<file path="src/rtl/gpio_bank_pkg.sv">
package gpio_bank_pkg;

  localparam int LINES_PER_BANK = 8;
  localparam int BANK_STRIDE    = 8;
  localparam int DIR_OFFSET     = 4;
  localparam int HOLE_LO        = 'h90;
  localparam int HOLE_SPAN      = 'h10;

  typedef enum logic [0:0] {
    REG_DATA = 1'b0,
    REG_DIR  = 1'b1
  } gpio_reg_e;

  // register base of a bank, skipping the interrupt window
  function automatic int bank_base(input int bank);
    int raw;
    raw = (bank + 1) * BANK_STRIDE;
    if (raw >= HOLE_LO) raw = raw + HOLE_SPAN;
    return raw;
  endfunction

  function automatic int bank_count(input int pins);
    return (pins + LINES_PER_BANK - 1) / LINES_PER_BANK;
  endfunction

endpackage

</file>
<file path="src/rtl/gpio_in_sync.sv">
module gpio_in_sync #(
  parameter int WIDTH  = 8,
  parameter int STAGES = 2
) (
  input  logic             clk,
  input  logic             rst,
  input  logic [WIDTH-1:0] async_in,
  output logic [WIDTH-1:0] sync_out
);

  logic [WIDTH-1:0] stage_q [STAGES];

  genvar s;
  generate
    for (s = 0; s < STAGES; s++) begin : g_stage
      if (s == 0) begin : g_first
        always_ff @(posedge clk) begin
          if (rst) stage_q[0] <= '0;
          else     stage_q[0] <= async_in;
        end
      end else begin : g_next
        always_ff @(posedge clk) begin
          if (rst) stage_q[s] <= '0;
          else     stage_q[s] <= stage_q[s-1];
        end
      end
    end
  endgenerate

  assign sync_out = stage_q[STAGES-1];

endmodule

</file>
<file path="src/rtl/gpio_addr_decode.sv">
module gpio_addr_decode
  import gpio_bank_pkg::*;
#(
  parameter int NUM_BANKS = 3,
  parameter int ADDR_W    = 8
) (
  input  logic [ADDR_W-1:0]    addr,
  output logic [NUM_BANKS-1:0] sel_data,
  output logic [NUM_BANKS-1:0] sel_dir
);

  genvar b;
  generate
    for (b = 0; b < NUM_BANKS; b++) begin : g_bank
      localparam int BASE_I = bank_base(b);
      localparam logic [ADDR_W-1:0] DATA_A = ADDR_W'(BASE_I);
      localparam logic [ADDR_W-1:0] DIR_A  = ADDR_W'(BASE_I + DIR_OFFSET);
      assign sel_data[b] = (addr == DATA_A);
      assign sel_dir[b]  = (addr == DIR_A);
    end
  endgenerate

endmodule

</file>
<file path="src/rtl/gpio_bank_slice.sv">
module gpio_bank_slice #(
  parameter int WIDTH  = 8,
  parameter int BANK_W = 8
) (
  input  logic              clk,
  input  logic              rst,
  input  logic              wr_data,
  input  logic              wr_dir,
  input  logic [BANK_W-1:0] wbyte,
  input  logic [WIDTH-1:0]  pin_sync,
  output logic [WIDTH-1:0]  pin_out,
  output logic [WIDTH-1:0]  pin_oe,
  output logic [BANK_W-1:0] rd_data,
  output logic [BANK_W-1:0] rd_dir
);

  logic [WIDTH-1:0] data_q;
  logic [WIDTH-1:0] oe_q;

  always_ff @(posedge clk) begin
    if (rst) begin
      data_q <= '0;
      oe_q   <= '0;
    end else begin
      if (wr_data) data_q <= wbyte[WIDTH-1:0];
      if (wr_dir)  oe_q   <= ~wbyte[WIDTH-1:0];
    end
  end

  assign pin_out = data_q;
  assign pin_oe  = oe_q;

  always_comb begin
    rd_data = '0;
    rd_dir  = '0;
    rd_data[WIDTH-1:0] = (oe_q & data_q) | (~oe_q & pin_sync);
    rd_dir[WIDTH-1:0]  = ~oe_q;
  end

endmodule

</file>
<file path="src/rtl/gpio_bank_regfile.sv">
module gpio_bank_regfile
  import gpio_bank_pkg::*;
#(
  parameter int NUM_PINS    = 150,
  parameter int ADDR_W      = 8,
  parameter int SYNC_STAGES = 2
) (
  input  logic                clk,
  input  logic                rst,
  input  logic                wr_en,
  input  logic                rd_en,
  input  logic [ADDR_W-1:0]   addr,
  input  logic [31:0]         wdata,
  output logic [31:0]         rdata,
  input  logic [NUM_PINS-1:0] pin_in,
  output logic [NUM_PINS-1:0] pin_out,
  output logic [NUM_PINS-1:0] pin_oe
);

  localparam int NUM_BANKS = bank_count(NUM_PINS);
  localparam int LAST_W    = NUM_PINS - LINES_PER_BANK * (NUM_BANKS - 1);

  logic [NUM_PINS-1:0]       pin_sync;
  logic [NUM_BANKS-1:0]      sel_data;
  logic [NUM_BANKS-1:0]      sel_dir;
  logic [LINES_PER_BANK-1:0] bank_rd_data [NUM_BANKS];
  logic [LINES_PER_BANK-1:0] bank_rd_dir  [NUM_BANKS];
  logic [LINES_PER_BANK-1:0] rd_val;
  logic                      unused_wdata_hi;

  assign unused_wdata_hi = ^wdata[31:LINES_PER_BANK];

  gpio_in_sync #(
    .WIDTH  (NUM_PINS),
    .STAGES (SYNC_STAGES)
  ) u_sync (
    .clk      (clk),
    .rst      (rst),
    .async_in (pin_in),
    .sync_out (pin_sync)
  );

  gpio_addr_decode #(
    .NUM_BANKS (NUM_BANKS),
    .ADDR_W    (ADDR_W)
  ) u_dec (
    .addr     (addr),
    .sel_data (sel_data),
    .sel_dir  (sel_dir)
  );

  genvar b;
  generate
    for (b = 0; b < NUM_BANKS; b++) begin : g_bank
      localparam int W  = (b == NUM_BANKS - 1) ? LAST_W : LINES_PER_BANK;
      localparam int LO = b * LINES_PER_BANK;
      gpio_bank_slice #(
        .WIDTH  (W),
        .BANK_W (LINES_PER_BANK)
      ) u_slice (
        .clk      (clk),
        .rst      (rst),
        .wr_data  (wr_en & sel_data[b]),
        .wr_dir   (wr_en & sel_dir[b]),
        .wbyte    (wdata[LINES_PER_BANK-1:0]),
        .pin_sync (pin_sync[LO +: W]),
        .pin_out  (pin_out[LO +: W]),
        .pin_oe   (pin_oe[LO +: W]),
        .rd_data  (bank_rd_data[b]),
        .rd_dir   (bank_rd_dir[b])
      );
    end
  endgenerate

  // one-hot selects: an OR of masked bank views forms the read mux
  always_comb begin
    rd_val = '0;
    for (int i = 0; i < NUM_BANKS; i++) begin
      if (sel_data[i]) rd_val = rd_val | bank_rd_data[i];
      if (sel_dir[i])  rd_val = rd_val | bank_rd_dir[i];
    end
  end

  always_ff @(posedge clk) begin
    if (rst)        rdata <= '0;
    else if (rd_en) rdata <= {{(32-LINES_PER_BANK){1'b0}}, rd_val};
    else            rdata <= '0;
  end

endmodule

</file>
<file path="config.mk">
export PLATFORM = sky130hd
export DESIGN_NAME = gpio_bank_regfile
export DESIGN_NICKNAME = d
export VERILOG_FILES = /design/src/rtl/gpio_bank_pkg.sv /design/src/rtl/gpio_in_sync.sv /design/src/rtl/gpio_addr_decode.sv /design/src/rtl/gpio_bank_slice.sv /design/src/rtl/gpio_bank_regfile.sv
export SDC_FILE = /design/constraint.sdc
export NUM_CORES = 1
export LEC_CHECK = 0
export BUFFER_PORTS_ARGS = -buffer_cell sky130_fd_sc_hd__buf_2
export CAP_MARGIN = 10
export CORE_MARGIN = 2
export CORE_UTILIZATION = 45
export DETAILED_ROUTE_END_ITERATION = 10
export GPL_ROUTABILITY_DRIVEN = 0
export PLACE_DENSITY = 0.72
export SLEW_MARGIN = 20
export SYNTH_ARGS = -nofsm -noshare
export SYNTH_HDL_FRONTEND = slang
export SYNTH_HIERARCHICAL = 1
export SYNTH_SLANG_ARGS = --single-unit
</file>
<file path="constraint.sdc">
create_clock -name clk -period 2.2 [get_ports clk]
set_clock_uncertainty 0.1 [all_clocks]
set_input_delay 0.44 -clock clk [delete_from_list [all_inputs] [get_ports clk]]
set_output_delay 0.44 -clock clk [all_outputs]
set_load 0.005 [all_outputs]
</file>
# Word level (Yosys, flattened, before mapping)
# Memories as Yosys holds them, arrays and structs flattened.
# Cells that the tools add are included.
dict set report classes {
  n_eq_ne 38
  mux 43
  n_bitwise 156
  reduce_logical 1
}
# op n
set op_table {}
lappend op_table {{$or 8x8->8} 53}
lappend op_table {{$mux 8} 38}
lappend op_table {{$mux 150} 2}
lappend op_table {{$and 8x8->8} 36}
lappend op_table {{$not 8->8} 19}
lappend op_table {{$eq 8x7->1 const B} 16}
lappend op_table {{$eq 8x6->1 const B} 8}
lappend op_table {{$eq 8x8->1 const B} 8}
lappend op_table {{$and 1x1->1} 38}
lappend op_table {{$eq 8x5->1 const B} 4}
lappend op_table {{$eq 8x4->1 const B} 2}
lappend op_table {{$or 8x6->8} 2}
lappend op_table {{$and 6x6->6} 2}
lappend op_table {{$not 6->6} 2}
lappend op_table {{$or 6x6->6} 1}
lappend op_table {{$mux 1} 3}
lappend op_table {{$or 1x1->1} 2}
lappend op_table {{$reduce_or 2->1} 1}
lappend op_table {{$not 1->1} 1}
dict set report totals {
  register_bits 332
  ram_bits 300
  out_inout_bits 332
  word_cells 279
  mem_count 1
}
# name words word_bits read_ports rd_clocked_by_memory_dff wr line_no
set memory_table {}
lappend memory_table {u_sync.stage_q 2 150 2 0 2 gpio_in_sync.sv:11} ;# logic [WIDTH-1:0] stage_q [STAGES];

# Longest topological paths before layout
dict set report depth {
  depth_word 78
  ltp_mapped 8
  depth_no_buf 6
}

# Modules after synthesis
# The synthesis kept the hierarchy.
# mod instances cells_each area_each_um2 seq_area_each_um2
set modules_own_cells {}
lappend modules_own_cells {{gpio_bank_slice at g_bank[0].u_slice ...} 18 73 721.9 320.3}
lappend modules_own_cells {gpio_in_sync 1 633 8042.7 6005.8}
lappend modules_own_cells {gpio_bank_regfile 1 317 2457.4 160.2}
lappend modules_own_cells {{gpio_bank_slice at g_bank[18].u_slice} 1 61 571.8 240.2}
lappend modules_own_cells {gpio_addr_decode 1 56 301.5 0.0}

# Least setup slack after synthesis
# OpenSTA, ideal clock, no wires.
dict set report synth_path {
  kind {input -> register}
  from {input addr[1]}
  to {register g_bank[17].u_slice.data_q[0]}
  arrival_time_ps 1889
  required_time_ps 1983
  path_slack_ps 94
  path_stages 8
  path_buffers 3
  path_cell_list {or4_1 buf_2 nor2_1 buf_2 and2_1 buf_4 mux2i_1 nor2_1}
}
dict set report synth_via {
  elab_chain_cells 2
}
# item line_no
set synth_lines {}
lappend synth_lines {{from (decl)} gpio_bank_regfile.sv:12} ;# input logic [ADDR_W-1:0] addr,
lappend synth_lines {{$eq 8x8->1} gpio_addr_decode.sv:18} ;# assign sel_data[b] = (addr == DATA_A);
lappend synth_lines {{net sel_data[17]} gpio_bank_regfile.sv:24} ;# logic [NUM_BANKS-1:0] sel_data;
lappend synth_lines {{$and 1x1->1} gpio_bank_regfile.sv:63} ;# .wr_data (wr_en & sel_data[b]),
lappend synth_lines {{to (signal assigned)} gpio_bank_slice.sv:25} ;# if (wr_data) data_q <= wbyte[WIDTH-1:0];
lappend synth_lines {{to (decl)} gpio_bank_slice.sv:17} ;# logic [WIDTH-1:0] data_q;
# The timed path passes the listed nets, and every way through them passes these cells.
# A chain may end at the register's enable or synchronous reset.

# Worst setup path after layout
dict set report layout_path {
  from {input addr[1]}
  to {register rdata[0]}
}
# item line_no
set layout_rtl {}
lappend layout_rtl {{$eq 8x8->1 (*)} gpio_addr_decode.sv:19} ;# assign sel_dir[b] = (addr == DIR_A);
lappend layout_rtl {{net sel_dir[15]} gpio_bank_regfile.sv:25} ;# logic [NUM_BANKS-1:0] sel_dir;
lappend layout_rtl {{$mux 8 (*)} gpio_bank_regfile.sv:80} ;# if (sel_dir[i]) rd_val = rd_val | bank_rd_dir[i];
lappend layout_rtl {{$or 8x8->8} gpio_bank_regfile.sv:79} ;# if (sel_data[i]) rd_val = rd_val | bank_rd_data[i];
lappend layout_rtl {{$mux 8 (*)} gpio_bank_regfile.sv:79}
lappend layout_rtl {{$or 8x8->8} gpio_bank_regfile.sv:80}
lappend layout_rtl {{$mux 8 (*)} gpio_bank_regfile.sv:80}
lappend layout_rtl {{$or 8x8->8} gpio_bank_regfile.sv:79}
lappend layout_rtl {{$mux 8 (*)} gpio_bank_regfile.sv:79}
lappend layout_rtl {{$or 8x8->8} gpio_bank_regfile.sv:80}
lappend layout_rtl {{$mux 8 (*)} gpio_bank_regfile.sv:80}
lappend layout_rtl {{$or 8x6->8} gpio_bank_regfile.sv:79}
lappend layout_rtl {{$mux 8 (*)} gpio_bank_regfile.sv:79}
lappend layout_rtl {{$or 8x6->8} gpio_bank_regfile.sv:80}
lappend layout_rtl {{$mux 8 (*)} gpio_bank_regfile.sv:80}
lappend layout_rtl {{to (signal assigned)} gpio_bank_regfile.sv:86} ;# else if (rd_en) rdata <= {{(32-LINES_PER_BANK){1'b0}}, rd_val};
lappend layout_rtl {{to (decl)} gpio_bank_regfile.sv:14} ;# output logic [31:0] rdata,
# The timed path passes the listed nets; every way through them passes the cells marked *.

==> run_results.csv <==
group,metric,value,unit
drt,antenna_violating_nets_post_route,0,
drt,drtPass1Iterations,11,
sta,timing.final.setup_violations,0,
synthesis,ys_seq_elements,608,
critical_path,worst_r2r_path_depth,5,
clock_tree,cts_inserted_buffers,61,
synthesis,post_synth_instance_area,0.0244,sq mm
grt,antenna_found_initial,0,
synthesis,postSynthCellCount,2381,
sta,layout_worst_path_cycle_share,0.970,
status,outcome,"finished, violations left",
clock_tree,max-clock-path-buffers,3,
critical_path,critical_path.endpoint,"rdata[0]$_SDFF_PP0_",
finish,flow.area_growth_from_synthesis,34.1,%
finish,fin_area,0.0327,sq mm
drt,vias,21500,
critical_path,r2r_setup_slk,0.08,ns
critical_path,crit_type,"in2reg",
clock_tree,clock_sinks,608,
critical_path,reg2reg_to,"rdata[2]$_SDFF_PP0_",
placement,placement.setup.worst_slack,-0.477,ns
sta,unrepaired_setup_endpoints_after_global_routing,"false",
power,irDropWorstVdd,557,uV
synthesis,synthTopCellsByArea,"sky130_fd_sc_hd__dfxtp_1 (50%), sky130_fd_sc_hd__nor2b_1 (7.7%), sky130_fd_sc_hd__mux2_2 (6.9%), sky130_fd_sc_hd__mux2i_1 (6.2%), sky130_fd_sc_hd__nor2_1 (3.7%)",
finish,most-common-layout-cells,"sky130_fd_sc_hd__dfxtp_1 (608), sky130_fd_sc_hd__buf_2 (476), sky130_fd_sc_hd__nor2b_1 (300), sky130_fd_sc_hd__buf_4 (260), sky130_fd_sc_hd__nor2_1 (243)",
clock_tree,cts.htree.levels,2,
min_path,worst_hold_path_class,"in2reg",
floorplan,initial_core_util,0.454,
floorplan,die_width,237,microns
placement,placed_cell_area,0.0292,sq mm
status,failed_checks,"design-rule violations",
drt,dr.first_iter.drc_count,2153,
synthesis,synth_enable_flop_cells,0,
power,power.density,708,mW/mm^2
grt,global_route_wire_length_before_repair,140,mm
sta,fin_ws,0.0664,ns
clock_tree,tritoncts,"yes",
finish,drive_gt1_frac,0.333,
flow_run,drv.max_cap_violation_count,0,
clock_tree,cts.reportedPaths.clkPinSlew,0.06,ns
drt,vias_per_cell,5.43,
floorplan,num_rows,85,
critical_path,cp-startpoint,"addr[1]",
critical_path,start_kind,"input port",
sta,max_freq,469,MHz
critical_path,crit_end_category,"flip-flop",
clock_tree,worst_skew_pair.late_latency,0.64,ns
sta,hold-worst-slack,0.0445,ns
clock_tree,post_cts_buffers,0,
sta,number_of_pins_with_negative_max_slew_slack_in_the_final_report,0,
synthesis,ys_types,33,
drt,remaining_drc_errors,13,
floorplan,floorplan.io_pins,526,
critical_path,timing.critical_path.required,2.66,ns
critical_path,rr_startpoint,"g_bank[1].u_slice/pin_oe[2]$_SDFFE_PP0P_",
critical_path,timing.critical_path.fanout_max,4,
floorplan,die-height,237,microns
finish,diodes,0,
synthesis,yosys_warning_total,6,
finish,net_total_in_the_final_layout,3407,
synthesis,synth_top_cell_by_area,"sky130_fd_sc_hd__dfxtp_1",
sta,setup_total_negative_slack,0,ns
grt,first_global_vias,21400,
power,fin_total_pwr,23.1,mW
placement,numPortBuffers,477,
floorplan,die-area,0.0560,sq mm
sta,slew-limit-headroom,0.601,
grt,grt_start_max_net_pins,69,
synthesis,yosysSeqAreaShare,0.499,
floorplan,placeableCoreArea,0.0537,sq mm
min_path,worstHoldStart,"pin_in[145]",
synthesis,synth_flop_cell,"sky130_fd_sc_hd__dfxtp_1",
drt,wire_per_inst,24.9,microns
finish,layout.cells.most_common,"sky130_fd_sc_hd__dfxtp_1",
placement,dp_hpwl,72.4,mm
grt,grt-ovfl-total,0,
sta,tightestPinTransition,0.598,ns
grt,grt.total_usage,0.340,
power,power.static_leakage,13.6,nW
sta,final.min_clock_period,2.13,ns
clock_tree,clk_root_buffer_cell,"sky130_fd_sc_hd__clkbuf_16",
drt,postRouteWirelength,98.4,mm
synthesis,async_reset_ff_frac,0,
synthesis,synth_area_per_cell,10.2,sq um
sta,finalHoldViolCount,0,
synthesis,synth_largest_type_area_fraction,0.499,
critical_path,critical_path_arrival,2.60,ns
## flip-flops by register name (all words and copies together) (netlist names)
| signal | flops |
|---|---|
| u_sync/stage_q | 300 |
| g_bank.u_slice/pin_oe | 150 |
| g_bank.u_slice/pin_out | 150 |
| rdata | 8 |
## layer usage
layer	vias to the layer above	track usage	share of wire
met5	-	0.00952	0.0011
met4	4	0.211	0.072
met3	391	0.115	0.11
met2	1304	0.530	0.44
met1	10300	0.403	0.38
li1	9512	-	-
## metrics by stage
| step | cells | util |
|---|---|---|
| 2_1_floorplan | 2407 | - |
| 3_3_place_gp | 3697 | 0.543 |
| 3_5_place_dp | 3697 | 0.543 |
| 4_1_cts | 3957 | 0.608 |
| 5_1_grt | 3958 | 0.608 |
| 6_report | 3958 | 0.608 |
## worst min-delay path by stage
stage | endpoint | slack [ns] | depth (start not counted)
6_report | u_sync/stage_q[0][145]$_SDFF_PP0_ | 0.04 | 2
5_1_grt | u_sync/stage_q[0][145]$_SDFF_PP0_ | 0.02 | 2
4_1_cts | u_sync/stage_q[0][56]$_SDFF_PP0_ | 0.0009 | 2
3_5_place_dp | u_sync/stage_q[1][130]$_SDFF_PP0_ | 0.32 | 1
3_3_place_gp | u_sync/stage_q[1][117]$_SDFF_PP0_ | 0.32 | 1
2_1_floorplan | u_sync/stage_q[1][0]$_SDFF_PP0_ | 0.31 | 1
## worst max-delay path: stages
cell and delay [ns]:
sky130_fd_sc_hd__buf_2 0.11, sky130_fd_sc_hd__or4b_1 0.73, sky130_fd_sc_hd__buf_4 0.24, sky130_fd_sc_hd__nor2_1 0.30, sky130_fd_sc_hd__buf_4 0.20, sky130_fd_sc_hd__a22oi_1 0.09, sky130_fd_sc_hd__nand4_1 0.20, sky130_fd_sc_hd__nor4_1 0.11
sky130_fd_sc_hd__a31oi_1 0.19
## cell usage after synthesis (3+ instances only)
cell / instances
sky130_fd_sc_hd__a31oi_1: 6
sky130_fd_sc_hd__nor4_1: 8
sky130_fd_sc_hd__or2b_1: 92
sky130_fd_sc_hd__nand4_1: 24
sky130_fd_sc_hd__a211oi_2: 54
sky130_fd_sc_hd__nand3_1: 8
sky130_fd_sc_hd__buf_6: 45
sky130_fd_sc_hd__nand4bb_1: 5
sky130_fd_sc_hd__dfxtp_1: 608
sky130_fd_sc_hd__clkbuf_2: 18
sky130_fd_sc_hd__a221oi_1: 14
sky130_fd_sc_hd__nor2_1: 243
sky130_fd_sc_hd__inv_1: 150
sky130_fd_sc_hd__a22o_1: 14
sky130_fd_sc_hd__a21oi_1: 97
sky130_fd_sc_hd__buf_4: 49
sky130_fd_sc_hd__a22oi_1: 121
sky130_fd_sc_hd__nor2b_1: 300
sky130_fd_sc_hd__buf_2: 61
sky130_fd_sc_hd__mux2_2: 150
sky130_fd_sc_hd__nand2b_1: 99
sky130_fd_sc_hd__or4b_1: 6
sky130_fd_sc_hd__a22oi_2: 3
sky130_fd_sc_hd__and2_1: 37
sky130_fd_sc_hd__clkbuf_1: 9
sky130_fd_sc_hd__mux2i_1: 150
## cells by family (layout without fill, tap and decap cells)
group	Yosys count	count (layout)	share of synthesized area
buffers and inverters	333	1188	0.0768
multiplexers	300	300	0.131
flip-flops	608	608	0.499
other	2	28	0.000308
AND/OR/NAND/NOR	828	828	0.194
AO/OA/AOI/OAI	310	310	0.0984
## where the power goes
part	total, mW	switching, mW	internal (mW)
Combinational	1.41	0.757	0.649
Sequential	11.4	0.0845	11.3
Clock	10.4	4.43	5.93
Total	23.1	5.27	17.9
## timing repair
action                     in CTS  in global routing
setup endpoints to repair       0                  1
resized for setup               0                  1
hold endpoints to repair      148                  1
hold buffers                  148                  1
## final cells by class
type / count / area (sq um)
sequential: 608 / 12200
tap: 696 / 871
inverter: 150 / 563
multi-input combinational: 1466 / 10400
fill: 4349 / 21000
clock buffer: 90 / 1820
clock inverter: 22 / 181
timing repair buffer: 926 / 6640
Note: power is estimated with default switching activity, not from simulation.
